File: config.mk
export PLATFORM = sky130hd
export DESIGN_NAME = chan_en_seq
export DESIGN_NICKNAME = d
export VERILOG_FILES = /design/src/rtl/chan_en_seq.sv
export SDC_FILE = /design/constraint.sdc
export NUM_CORES = 1
export LEC_CHECK = 0
export ABC_AREA = 1
export ABC_CLOCK_PERIOD_IN_PS = 2500
export BUFFER_PORTS_ARGS = -buffer_cell sky130_fd_sc_hd__buf_2
export CAP_MARGIN = 40
export CORE_ASPECT_RATIO = 0.8
export CORE_MARGIN = 2
export CORE_UTILIZATION = 48
export CTS_CLUSTER_DIAMETER = 120
export DETAILED_ROUTE_END_ITERATION = 7
export PLACE_DENSITY = 0.68
export SYNTH_ARGS = -nofsm -noshare
export SYNTH_HDL_FRONTEND = slang
export SYNTH_SLANG_ARGS = --single-unit
File: constraint.sdc
create_clock -name clk -period 2.5 [get_ports clk]
set_input_delay 0.375 -clock clk [delete_from_list [all_inputs] [get_ports clk]]
set_output_delay 0.375 -clock clk [all_outputs]
set_load 0.01 [all_outputs]
File: src/rtl/chan_en_seq.sv
module chan_en_seq #(
  parameter int CW = 24
) (
  input  logic          clk,
  input  logic          rst_n,
  input  logic          ch_en,
  input  logic          is_tx,
  input  logic          ext_used,
  input  logic [1:0]    psm_req,
  input  logic [CW-1:0] rise_ana_dly,
  input  logic [CW-1:0] rise_on_dly,
  input  logic [CW-1:0] fall_off_dly,
  input  logic [CW-1:0] hold_dly,
  input  logic [CW-1:0] pu1_t,
  input  logic [CW-1:0] pu2_t,
  input  logic [CW-1:0] pd1_t,
  input  logic [CW-1:0] pd2_t,
  output logic          ana_on,
  output logic          ext_on,
  output logic          dp_on,
  output logic          pu_req,
  output logic          pd_req,
  output logic          cfg_err,
  output logic          ovl_err,
  output logic [1:0]    psm_eff
);
  localparam int NCH = 3;
  localparam int GW  = CW + 1;

  logic en_q, ana_d;
  wire rise_e = ch_en & ~en_q;
  wire fall_e = ~ch_en & en_q;

  wire ok1 = rise_ana_dly > pu1_t;
  wire ok2 = rise_ana_dly > pu2_t;
  assign psm_eff = (psm_req >= 2'd2 && ok2) ? psm_req :
                   (psm_req != 2'd0 && ok1) ? 2'd1 : 2'd0;

  assign cfg_err = (ext_used && rise_on_dly < rise_ana_dly) ||
                   (is_tx ? (hold_dly > fall_off_dly) : (fall_off_dly > hold_dly));

  logic [CW-1:0] pu_t, pd_t;
  always_comb begin
    case (psm_eff)
      2'd0:    begin pu_t = '0;    pd_t = '0;    end
      2'd1:    begin pu_t = pu1_t; pd_t = pd1_t; end
      default: begin pu_t = pu2_t; pd_t = pd2_t; end
    endcase
  end

  // per output: delay after rise, delay after fall, level reached after rise
  logic [CW-1:0] rd [NCH];
  logic [CW-1:0] fd [NCH];
  logic [NCH-1:0] rlvl, q;
  always_comb begin
    rd[0] = rise_ana_dly; fd[0] = fall_off_dly; rlvl[0] = 1'b1;
    rd[1] = rise_on_dly;  fd[1] = fall_off_dly; rlvl[1] = ext_used;
    rd[2] = '0;           fd[2] = hold_dly;     rlvl[2] = 1'b1;
  end

  for (genvar g = 0; g < NCH; g++) begin : g_ch
    logic          q_r, busy, tgt;
    logic [CW-1:0] cnt;
    wire  [CW-1:0] ld = rise_e ? rd[g] : fd[g];
    always_ff @(posedge clk or negedge rst_n) begin
      if (!rst_n) begin
        q_r <= 1'b0; busy <= 1'b0; tgt <= 1'b0; cnt <= '0;
      end else if (rise_e || fall_e) begin
        if (ld == '0) begin
          q_r  <= rise_e & rlvl[g];
          busy <= 1'b0;
        end else begin
          cnt  <= ld;
          tgt  <= rise_e & rlvl[g];
          busy <= 1'b1;
        end
      end else if (busy) begin
        if (cnt == CW'(1)) begin
          q_r  <= tgt;
          busy <= 1'b0;
        end
        cnt <= cnt - CW'(1);
      end
    end
    assign q[g] = q_r;
  end

  assign ana_on = q[0];
  assign ext_on = q[1];
  assign dp_on  = q[2];
  assign pd_req = ana_d & ~ana_on & (psm_eff != 2'd0);

  logic          pbusy;
  logic [CW-1:0] pcnt;
  logic [GW-1:0] gcnt;
  wire  [GW-1:0] gap = {1'b0, hold_dly} + {1'b0, pd_t};

  always_ff @(posedge clk or negedge rst_n) begin
    if (!rst_n) begin
      en_q <= 1'b0; ana_d <= 1'b0;
      pbusy <= 1'b0; pcnt <= '0; pu_req <= 1'b0;
      gcnt <= '0; ovl_err <= 1'b0;
    end else begin
      en_q   <= ch_en;
      ana_d  <= ana_on;
      pu_req <= 1'b0;
      if (rise_e) begin
        pbusy <= psm_eff != 2'd0;
        pcnt  <= rise_ana_dly - pu_t;
      end else if (fall_e) begin
        pbusy <= 1'b0;
      end else if (pbusy) begin
        if (pcnt == CW'(1)) begin
          pu_req <= 1'b1;
          pbusy  <= 1'b0;
        end
        pcnt <= pcnt - CW'(1);
      end
      if (fall_e)
        gcnt <= (gap == '0) ? '0 : gap - GW'(1);
      else if (gcnt != '0)
        gcnt <= gcnt - GW'(1);
      if (rise_e)
        ovl_err <= gcnt != '0;
    end
  end
endmodule

# Yosys cells after proc, flatten, opt, wreduce, memory -nomap -nowiden
# Cells that the tools add are included.
[totals]
reg_bits = 135
in_bits = 199
out_inout_bits = 9
elab_cells = 142
[op_classes]
add_sub_neg = 8
magnitude_cmp = 6
n_eq_ne = 12
mux = 55
bitwise_logic = 11
reduce_logical = 31
[ops]
columns = ["op", "count"]
rows = [
  ["24-bit 2-to-1 mux", 15],
  ["24-bit by 1-bit == test with 1-bit output, second input constant", 4],
  ["24-bit > comparator", 4],
  ["24-bit one-hot mux with 2 select lines", 2],
  ["24-bit by 1-bit subtractor with 24-bit output, second input constant", 4],
  ["25-bit 2-to-1 mux", 3],
  ["24-bit logical NOT", 3],
  ["25-bit by 1-bit subtractor with 25-bit output, second input constant", 2],
  ["1-bit 2-to-1 mux", 34],
  ["24-bit by 24-bit adder with 25-bit output", 1],
  ["25-bit logical NOT", 1],
  ["25-bit nonzero test", 1],
  ["24-bit less-than comparator", 1],
  ["24-bit subtractor", 1],
  ["2-bit nonzero test", 10],
  ["2-bit AND reduction", 7],
  ["3-bit AND reduction", 3],
  ["2-bit != test, second input constant", 4],
  ["2-bit by 1-bit != test with 1-bit output, second input constant", 3],
  ["1-bit NOT", 6],
  ["1-bit bitwise AND", 5],
  ["1-bit logical AND", 3],
  ["2-bit by 1-bit == test with 1-bit output, second input constant", 1],
  ["2-bit >= comparator, second input constant", 1],
  ["other kinds (3)", 4],
]

# Depth between registers and ports, before layout
# Gate-level depths: netlist (run 1).
[depth]
depth_word = 10
mapped_depth = 36
ltp_nobuf = 35

# Worst setup path before layout (run 1)
# Ideal clock, no wire load.
[synth_timing]
path_kind = "input -> register"
startpoint = "input pu2_t[15]"
endpoint = "register gcnt[19]"
setup_time_ps = 124
t_arrival_ps = 3895
t_required_ps = 2376
setup_slack_ps = -1518
stages = 28
path_buffers = 1
cell_sequence = "inv_1 > ha_1 > nand2_1 > nor2_1 > nand4_1 > nor2_1 > nand4_1 > nand3_1 > inv_2 > buf_1 > nand2_1 > nand2_1 > ha_1 > fa_1 > xnor2_1 > nand2_1 > nor2_1 > nand2_1 > nor2_2 > nand2_2 > nor2_4 > nand3_2 > nor2_2 > nand3_1 > nand2_1 > nand2_1 > nand2_1 > a21oi_1"
[synth_via]
elab_chain_cells = 9
word_cells_on_any_way = 11
cone_classes = "2 x add/sub; 1 x order compare; 1 x eq/ne; 4 x mux; 3 x reduce/logical"
[synth_rtl]
columns = ["element", "line_no", "source"]
rows = [
  ["start: declaration", "15", "input logic [CW-1:0] pu2_t,"],
  ["24-bit > comparator *", "35", "wire ok2 = rise_ana_dly > pu2_t;"],
  ["1-bit logical AND *", "36", "assign psm_eff = (psm_req >= 2'd2 && ok2) ? psm_req :"],
  ["2-bit 2-to-1 mux *", "36", ""],
  ["2-bit by 1-bit == test with 1-bit output / 2-bit logical NOT (equally long branches)", "44", "case (psm_eff)"],
  ["24-bit one-hot mux with 2 select lines *", "44", ""],
  ["24-bit by 24-bit adder with 25-bit output *", "96", "wire [GW-1:0] gap = {1'b0, hold_dly} + {1'b0, pd_t};"],
  ["25-bit by 1-bit subtractor with 25-bit output / 25-bit logical NOT (equally long branches)", "120", "gcnt <= (gap == '0) ? '0 : gap - GW'(1);"],
  ["25-bit 2-to-1 mux *", "120", ""],
  ["25-bit 2-to-1 mux *", "119", "if (fall_e)"],
  ["end signal: assignment", "120", ""],
  ["end signal: assignment", "122", "gcnt <= gcnt - GW'(1);"],
  ["end: declaration", "95", "logic [GW-1:0] gcnt;"],
]
# Mark *: on every way between the ends. The rest lies on a longest branch, timed or not.
# A chain may end at the register's enable or synchronous reset.

# Worst setup path after layout (run 1)
[layout_timing]
startpoint = "input rise_ana_dly[19]"
endpoint = "register gcnt[12]"
[layout_via]
elab_chain_cells = 10
word_cells_on_any_way = 14
cone_classes = "2 x add/sub; 2 x order compare; 1 x eq/ne; 5 x mux; 4 x reduce/logical"
[layout_rtl]
columns = ["element", "line_no", "source"]
rows = [
  ["start: declaration", "10", "input logic [CW-1:0] rise_ana_dly,"],
  ["24-bit > comparator", "34", "wire ok1 = rise_ana_dly > pu1_t;"],
  ["1-bit logical AND", "37", "(psm_req != 2'd0 && ok1) ? 2'd1 : 2'd0;"],
  ["1-bit 2-to-1 mux", "37", ""],
  ["2-bit 2-to-1 mux *", "36", ""],
  ["2-bit by 1-bit == test with 1-bit output / 2-bit logical NOT (equally long branches)", "44", ""],
  ["24-bit one-hot mux with 2 select lines *", "44", ""],
  ["24-bit by 24-bit adder with 25-bit output *", "96", ""],
  ["25-bit by 1-bit subtractor with 25-bit output / 25-bit logical NOT (equally long branches)", "120", ""],
  ["25-bit 2-to-1 mux *", "120", ""],
  ["25-bit 2-to-1 mux *", "119", ""],
]
# Marked as above.

==> Implementation_results.wiki, run 1 <==
{| class="wikitable"
! Metric !! Value
|-
| Run status || complete, but fails checks
|-
| Failing checks || negative setup slack
|-
| Area of the die || 34700 um2
|-
| Number of buffers added on ports || between 200 and 250
|-
| Width of the die || between 200 and 250 um
|-
| Vias in the first global route || a little under 20000
|-
| Post-route cell area || around 24000 um2
|-
| First DRT Iteration DRCs || 1787
|-
| Clock Latency Late Sink || 0.46 ns
|-
| Synthesis warning total || 0
|-
| Nets || 3598
|-
| Area share of the leading cell type in the synthesized netlist || 21.2%
|-
| Post-detailed-routing wire length || 66600 um
|-
| Crit path kind || in -> reg
|-
| Portion of the post-synthesis area used by sequential elements || 21.2%
|-
| Startpoint kind of the worst setup timing path || input pin
|-
| Dominant synthesized flop cell || dfrtp_1
|-
| Post-synthesis async set-or-reset flop share || 100%
|-
| Die Span Y || 167 um
|-
| Post-DR wirelength/cell || 18.1 um
|-
| Antenna violations before repair || 8
|-
| Area growth from synthesis to layout || 50.6%
|-
| Total met3 wirelength after detailed routing || approximately 5200 um
|-
| Via-to-Cell Ratio || ~5.6
|-
| Achievable clock frequency || 254 MHz
|-
| Global routing usage summed across all routing layers || 36.7%
|-
| Final hold violation count || 0
|-
| Maximum number of pins on one net before global-route repair || 44
|-
| Number of unique standard cell types used by synthesis || 59
|-
| RSZ-0062 raised after global routing || true
|-
| Clock Sink Count || between 100 and 150
|-
| CTS tree || yes
|-
| Ratio of final minimum period to clock period || 158%
|-
| CTS max path bufs || 2
|-
| Clock buffer count from CTS || 17
|-
| Number of flops mapped to enable cells by yosys || 0
|-
| DR WL met2 || a little under 30000 um
|-
| Routed length on met1 || 29200 um
|-
| DRC || 0
|-
| Post-place instance area || ~21000 um2
|-
| Total via count in the routed design || 20500
|-
| Crit path top cell by count || nand2_4
|-
| Mapped Area || between 15000 and 20000 um2
|-
| Setup-violating endpoint count in the final report || 70
|-
| DP Wirelength || 51000 um
|-
| Post-Synthesis Net Count || 2950
|-
| Reported leakage power || 0.0123 uW
|-
| MaxCap Viol Count || 0
|-
| Largest driver fanout on the critical path || 8
|-
| Worst Min Path Start || ch_en
|-
| Root buffer selected by CTS || clkbuf_16
|-
| Time the worst path needs with I/O delays and setup || 3.94 ns
|-
| Cell type with the largest total area after synthesis || dfrtp_1
|-
| Commonest cells post-synth || nand2_1 (643), inv_1 (376), nor2_1 (277)
|-
| Worst Tran Pin Value || 0.513 ns
|-
| Count of TritonRoute iterations in the first routing pass || 5
|-
| Final weighted congestion in routability-driven placement || about 1
|-
| Effective utilization at floorplan || 48.9%
|-
| Overall Power || 13700 uW
|-
| Worst Path Required || approximately 2.8 ns
|-
| Library cell contributing the largest single delay on the critical path || fa_2
|-
| Area contributors post-synth || dfrtp_1 (21%), nand2_1 (15%), ha_1 (12%), inv_1 (8.8%), a21oi_1 (7.6%)
|-
| Largest incremental delay on the critical path || approximately 0.44 ns
|-
| Syn Area/Cell || 6.15 um2
|-
| Number of instances in the synthesized netlist || 2594
|-
| Worst setup startpoint || rise_ana_dly[19]
|-
| Cell with the most instances after synthesis || nand2_1
|-
| Start of the worst register-to-register path || en_q
|-
| Clock-pin slew of the registers on the worst-case setup and hold paths || 0.06 ns
|-
| Cell Rows || between 50 and 60
|-
| IO Count || between 200 and 250
|-
| Power per unit of standard cell area || 568 nW/um2
|-
| Number of H-tree levels || 4
|-
| Share of post-route cells with drive strength above 1 || 35.4%
|-
| Data arrival time of the critical path || 4.27 ns
|-
| VDD IR-drop max || 0.582 mV
|-
| Final setup skew || 0.0130 ns
|-
| Highest metal used || met4
|-
| Total Neg Setup Slack || -58.95 ns
|-
| Count of nets left with antenna violations after detail routing || 0
|-
| Critical path endpoint category || flop
|-
| Placeable core region || approximately 33000 um2
|-
| Hold Path Class || in -> reg
|-
| Total grt overflow || 0
|-
| Number of slew-limit violations in the final report || 0
|-
| First-pass GRT wire length || slightly above 100000 um
|-
| Worst Setup Slack, final || -1.44 ns
|-
| Headroom to the max-slew limit || approximately two thirds
|-
| Number of flip-flops and latches in the synthesized netlist || 135
|}
## per-layer routing
metal	vias up	GRT usage (%)
met5	-	0
met4	0	13.7
met3	154	6.19
met2	970	57.7
met1	9573	50.6
li1	9842	-
## flip-flops by register name, indices dropped and copies added, names as in the netlist, 3 cells and up
name / cells
pcnt: 24
g_ch.cnt: 72
g_ch.tgt: 3
g_ch.busy: 3
gcnt: 25
## logic make-up after synthesis
logic type,count (synthesis),synth area share (%)
simple gates,1232,33.2
xor+xnor,61,3.40
buf+inv,470,11.3
compound gates,539,18.5
fa+ha+maj,157,12.4
flops,135,21.2
## per-stage QoR
step           hold WS, ns  util, %  worst slack [ns]  std cells
2_1_floorplan       0.0794        -             -1.20       2594
4_1_cts              0.203     71.3             -1.24       3665
6_report             0.219     73.6             -1.44       3690
3_3_place_gp         0.306     63.8             -1.93       3577
3_5_place_dp         0.305     63.8             -1.99       3577
5_1_grt              0.213     73.6             -1.64       3689
## timing repair
item | 4_1_cts | 5_1_grt
pin swaps | 89 | 64
endpoints found under the hold margin | 33 | 0
hold buffers | 1 | 0
setup buffers | 48 | 14
gates cloned | 9 | 3
setup endpoints to repair | 116 | 131
gates resized for setup | 294 | 175
## final timing paths
| check | endpoint | slack, ns | depth (start not counted) |
|---|---|---|---|
| max | gcnt[12] | -1.44 | 31 |
| min | en_q | 0.22 | 2 |
| max reg2reg | g_ch[1].cnt[15] | -0.09 | 16 |
| min reg2reg | g_ch[2].tgt | 0.50 | 2 |
| max in group asynchronous | g_ch[1].cnt[22] | 1.29 | 3 |
| min in group asynchronous | pcnt[13] | 0.38 | 2 |
## where the power goes
group / switching [uW] / total [uW] / internal (uW)
Clock: 1210 / 2620 / 1410
Combinational: 4310 / 7570 / 3260
Sequential: 636 / 3470 / 2830
Total: 6160 / 13700 / 7500
## area by class of cell
| type | count | area (um2) |
|---|---|---|
| fill | 2621 | 8600 |
| timing repair inverter | 4 | 35.0 |
| timing repair buffer | 693 | 5200 |
| inverter | 402 | 1590 |
| tap | 427 | 534 |
| clock buffer | 17 | 425 |
| clock inverter | 15 | 158 |
| antenna | 8 | 20.0 |
| multi-input combinational | 1989 | 12700 |
| sequential | 135 | 3380 |
## layout by cell type (no fill, tap or decap), types with 9 or more instances in the layout
cell	synthesis	final
nand2_1	643	538
buf_4	1	436
inv_1	376	353
nor2_1	277	238
buf_2	16	194
a21oi_1	243	177
o21ai_0	180	145
dfrtp_1	135	135
nand3_1	140	113
ha_1	155	111
nand2_2	17	95
a21oi_2	0	60
nand4_1	48	48
ha_4	0	42
xor2_1	46	40
o21ai_1	9	38
inv_2	19	32
buf_6	1	32
nor3_1	34	31
nor2_2	13	30
nor2_4	7	29
nand2_4	1	27
nand3_2	8	27
a31oi_1	19	19
buf_12	0	18
clkbuf_16	0	17
nor4_1	21	15
o211ai_1	15	15
o21a_1	13	13
o22ai_1	14	13
xnor2_1	14	12
inv_6	1	9
## worst max-delay path, delay by kind of cell
family | cells | cell delay (ns)
AO/OA/AOI/OAI | 1 | 0.05
AND/OR/NAND/NOR | 21 | 2.27
adder cells (fa/ha/maj) | 3 | 0.87
buffers and inverters | 6 | 0.68
Note: power is estimated with default switching activity, not from simulation.
==> run 2, diff against run 1 <==
--- a/config.mk
+++ b/config.mk
@@ -8,13 +8,14 @@
 export ABC_AREA = 1
 export ABC_CLOCK_PERIOD_IN_PS = 2500
 export BUFFER_PORTS_ARGS = -buffer_cell sky130_fd_sc_hd__buf_2
-export CAP_MARGIN = 40
+export CAP_MARGIN = 20
 export CORE_ASPECT_RATIO = 0.8
 export CORE_MARGIN = 2
 export CORE_UTILIZATION = 48
 export CTS_CLUSTER_DIAMETER = 120
 export DETAILED_ROUTE_END_ITERATION = 7
 export PLACE_DENSITY = 0.68
+export RECOVER_POWER = 100
 export SYNTH_ARGS = -nofsm -noshare
 export SYNTH_HDL_FRONTEND = slang
 export SYNTH_SLANG_ARGS = --single-unit
==> Implementation_results.wiki, run 2 (synthesis results as in run 1) <==
{| class="wikitable"
! Metric !! Value
|-
| Run status || complete, but fails checks
|-
| Failing checks || negative setup slack
|-
| Final hold violation count || 0 (unchanged)
|-
| Largest register by flop count || g_ch.cnt
|-
| Sum of buffers and inverters on the critical path || 6 (unchanged)
|-
| Hold Path Class || in -> reg
|-
| Crit path kind || in -> reg
|-
| Clock Sink Count || 135 (unchanged)
|-
| Count of TritonRoute iterations in the first routing pass || 8 (+3)
|-
| Effective utilization at floorplan || 48.9% (unchanged)
|-
| Start of the worst register-to-register path || en_q
|-
| Maximum number of pins on one net before global-route repair || 44 (unchanged)
|-
| Nets || 3598 (unchanged)
|-
| Worst Min Path Start || ch_en
|-
| Data arrival time of the critical path || 4.30 ns (+0.03 ns)
|-
| IO Count || 208 (unchanged)
|-
| Ratio of final minimum period to clock period || 159% (+1.1 points)
|-
| Largest incremental delay on the critical path || 0.30 ns (-0.14 ns)
|-
| First DRT Iteration DRCs || 1919 (+7.4%)
|-
| Headroom to the max-slew limit || 29.5% (-36 points)
|-
| Cell count of the worst reg-to-reg path || 15 (-1)
|-
| Time the worst path needs with I/O delays and setup || 3.97 ns (+0.0281 ns)
|-
| DP Wirelength || 51000 um (unchanged)
|-
| Die Span Y || 167 um (unchanged)
|-
| Setup-violating endpoint count in the final report || 130 (+86%)
|-
| Total via count in the routed design || 20500 (-0.33%)
|-
| Post-detailed-routing wire length || 66500 um (-0.20%)
|-
| Root buffer selected by CTS || clkbuf_16
|-
| First-pass GRT wire length || 102000 um (unchanged)
|-
| Leading cell type in the layout, fill and taps excluded || nand2_1
|-
| Worst-case register-to-register setup slack || -0.40 ns (-0.31 ns)
|-
| Total grt overflow || 0 (unchanged)
|-
| CTS max path bufs || 2 (unchanged)
|-
| Worst Tran Pin Value || 1.06 ns (+0.545 ns)
|-
| Commonest cells after routing, fill and taps aside || nand2_1 (538), buf_4 (432), inv_1 (353), nor2_1 (238), buf_2 (188)
|-
| Worst Setup Slack, final || -1.47 ns (-0.0281 ns)
|-
| Clock buffer count from CTS || 17 (unchanged)
|-
| Hold-critical path depth || 2 (unchanged)
|-
| Clock-pin slew of the registers on the worst-case setup and hold paths || 0.06 ns (about the same)
|-
| Largest driver fanout on the critical path || 8 (unchanged)
|-
| Library cell contributing the largest single delay on the critical path || ha_1
|-
| Startpoint kind of the worst setup timing path || input pin
|-
| Family with the most delay on the worst path || simple AND/OR/NAND/NOR gates
|-
| Critical path endpoint category || flop
|-
| Reported leakage power || 0.0123 uW (-0.33%)
|-
| Worst Hold Endpoint || en_q
|-
| Global routing usage summed across all routing layers || 36.7% (unchanged)
|-
| Final weighted congestion in routability-driven placement || 1.02 (unchanged)
|-
| Placeable core region || 32600 um2 (unchanged)
|-
| Area of the die || 34700 um2 (unchanged)
|-
| Area growth from synthesis to layout || 50.2%
|-
| Worst Path Required || 2.83 ns (about the same)
|-
| Number of slew-limit violations in the final report || 0 (unchanged)
|-
| CTS tree || yes
|-
| Post-route cell area || 24000 um2 (-0.23%)
|-
| Post-DR wirelength/cell || 18.0 um (-0.17%)
|-
| Vias in the first global route || 19400 (unchanged)
|-
| Via-to-Cell Ratio || 5.55 (-0.30%)
|-
| Post-place instance area || 20800 um2 (unchanged)
|-
| DRC || 0 (unchanged)
|-
| RSZ-0062 raised after global routing || true
|-
| Flip-flop count of the largest register, all copies and words added || 72 (unchanged)
|-
| Final setup skew || 0.0132 ns (+0.000190 ns)
|-
| Clock Latency Late Sink || 0.46 ns (about the same)
|-
| VDD IR-drop max || 0.582 mV (about the same)
|-
| Cell Rows || 59 (unchanged)
|-
| Antenna violations before repair || 8 (unchanged)
|-
| Achievable clock frequency || 252 MHz (-0.71%)
|-
| Power per unit of standard cell area || 569 nW/um2 (+0.17%)
|-
| Largest regs || g_ch.cnt (72), gcnt (25), pcnt (24)
|-
| Post-Place Setup Slack || -1.99 ns (unchanged)
|-
| Count of nets left with antenna violations after detail routing || 0 (unchanged)
|-
| Share of post-route cells with drive strength above 1 || 35.1% (-0.31 points)
|-
| Number of buffers added on ports || 207 (unchanged)
|-
| MaxCap Viol Count || 0 (unchanged)
|-
| R2r endpoint || g_ch[1].cnt[15]
|-
| Width of the die || 208 um (unchanged)
|-
| Number of H-tree levels || 4 (unchanged)
|}
-- run 2: cell count changes in the layout (fill, tap and decap cells not counted), moves of 2 or more --
cell	previous run	this run
buf_2	194	188
buf_4	436	432
clkbuf_1	0	9
clkbuf_2	0	2
-- run 2: how the worst max path moves through the flow --
stage                           from        to  slack, ns  cells past startpoint
floorplan                  pu2_t[17]  gcnt[10]      -1.20                     31
finish              rise_ana_dly[19]  gcnt[12]      -1.47                     28
CTS                 rise_ana_dly[19]  gcnt[14]      -1.24                     31
global route        rise_ana_dly[19]  gcnt[12]      -1.64                     31
detailed placement  rise_ana_dly[22]  gcnt[14]      -1.99                     29
global placement    rise_ana_dly[19]  gcnt[14]      -1.93                     29
-- run 2: cell type report --
class	count	area [um2]
Fill cell	2637	8660
Inverter	402	1590
Multi-Input combinational cell	1989	12700
Clock inverter	15	158
Timing Repair Buffer	693	5160
Timing Repair inverter	4	35.0
Sequential cell	135	3380
Tap cell	427	534
Clock buffer	17	425
Antenna cell	7	17.5
-- run 2: worst reg2reg max path, stage by stage (launching register included) --
cell     delay [ns]
dfrtp_1        0.39
inv_2          0.05
ha_1           0.52
buf_6          0.19
buf_12         0.15
nor2_4         0.07
a21oi_4        0.15
nand4_1        0.19
nor4_4         0.31
nand3_2        0.16
nand2_4        0.10
nand2_4        0.09
inv_2          0.11
buf_12         0.12
a21oi_2        0.04
a21oi_1        0.16
-- run 2: power by group --
| part | switching (uW) | total [uW] | internal [uW] |
|---|---|---|---|
| Sequential | 636 | 3470 | 2830 |
| Clock | 1220 | 2630 | 1410 |
| Combinational | 4300 | 7550 | 3250 |
| Total | 6150 | 13600 | 7490 |
-- run 2: what timing repair did --
| item | 4_1_cts | 5_1_grt |
|---|---|---|
| pin swaps | 89 | 64 |
| cloned | 9 | 3 |
| setup buffers | 48 | 14 |
| gates resized for setup | 294 | 175 |
| hold buffers | 1 | 0 |
| hold endpoints to repair | 33 | 0 |
| setup endpoints to repair | 116 | 131 |
-- run 2: metrics by stage --
step	power, uW	hold WS [ns]	setup TNS [ns]	instances	util, %
final	13600	0.235	-77.81	3689	73.5
after global routing	14600	0.225	-97.17	3689	73.5
after CTS	13100	0.203	-52.23	3665	71.3
after detailed placement	9790	0.305	-99.90	3577	63.8
after global placement	9600	0.306	-94.45	3577	63.8
after floorplan	7170	0.0794	-43.32	2594	-
-- run 2: per-layer routing --
layer | global-route usage (%) | vias up | wire (um)
li1 | - | 9837 | -
met1 | 50.6 | 9515 | 29000
met2 | 57.7 | 957 | 29900
met3 | 6.19 | 162 | 5300
met4 | 13.7 | 0 | 2360
met5 | 0 | - | 0
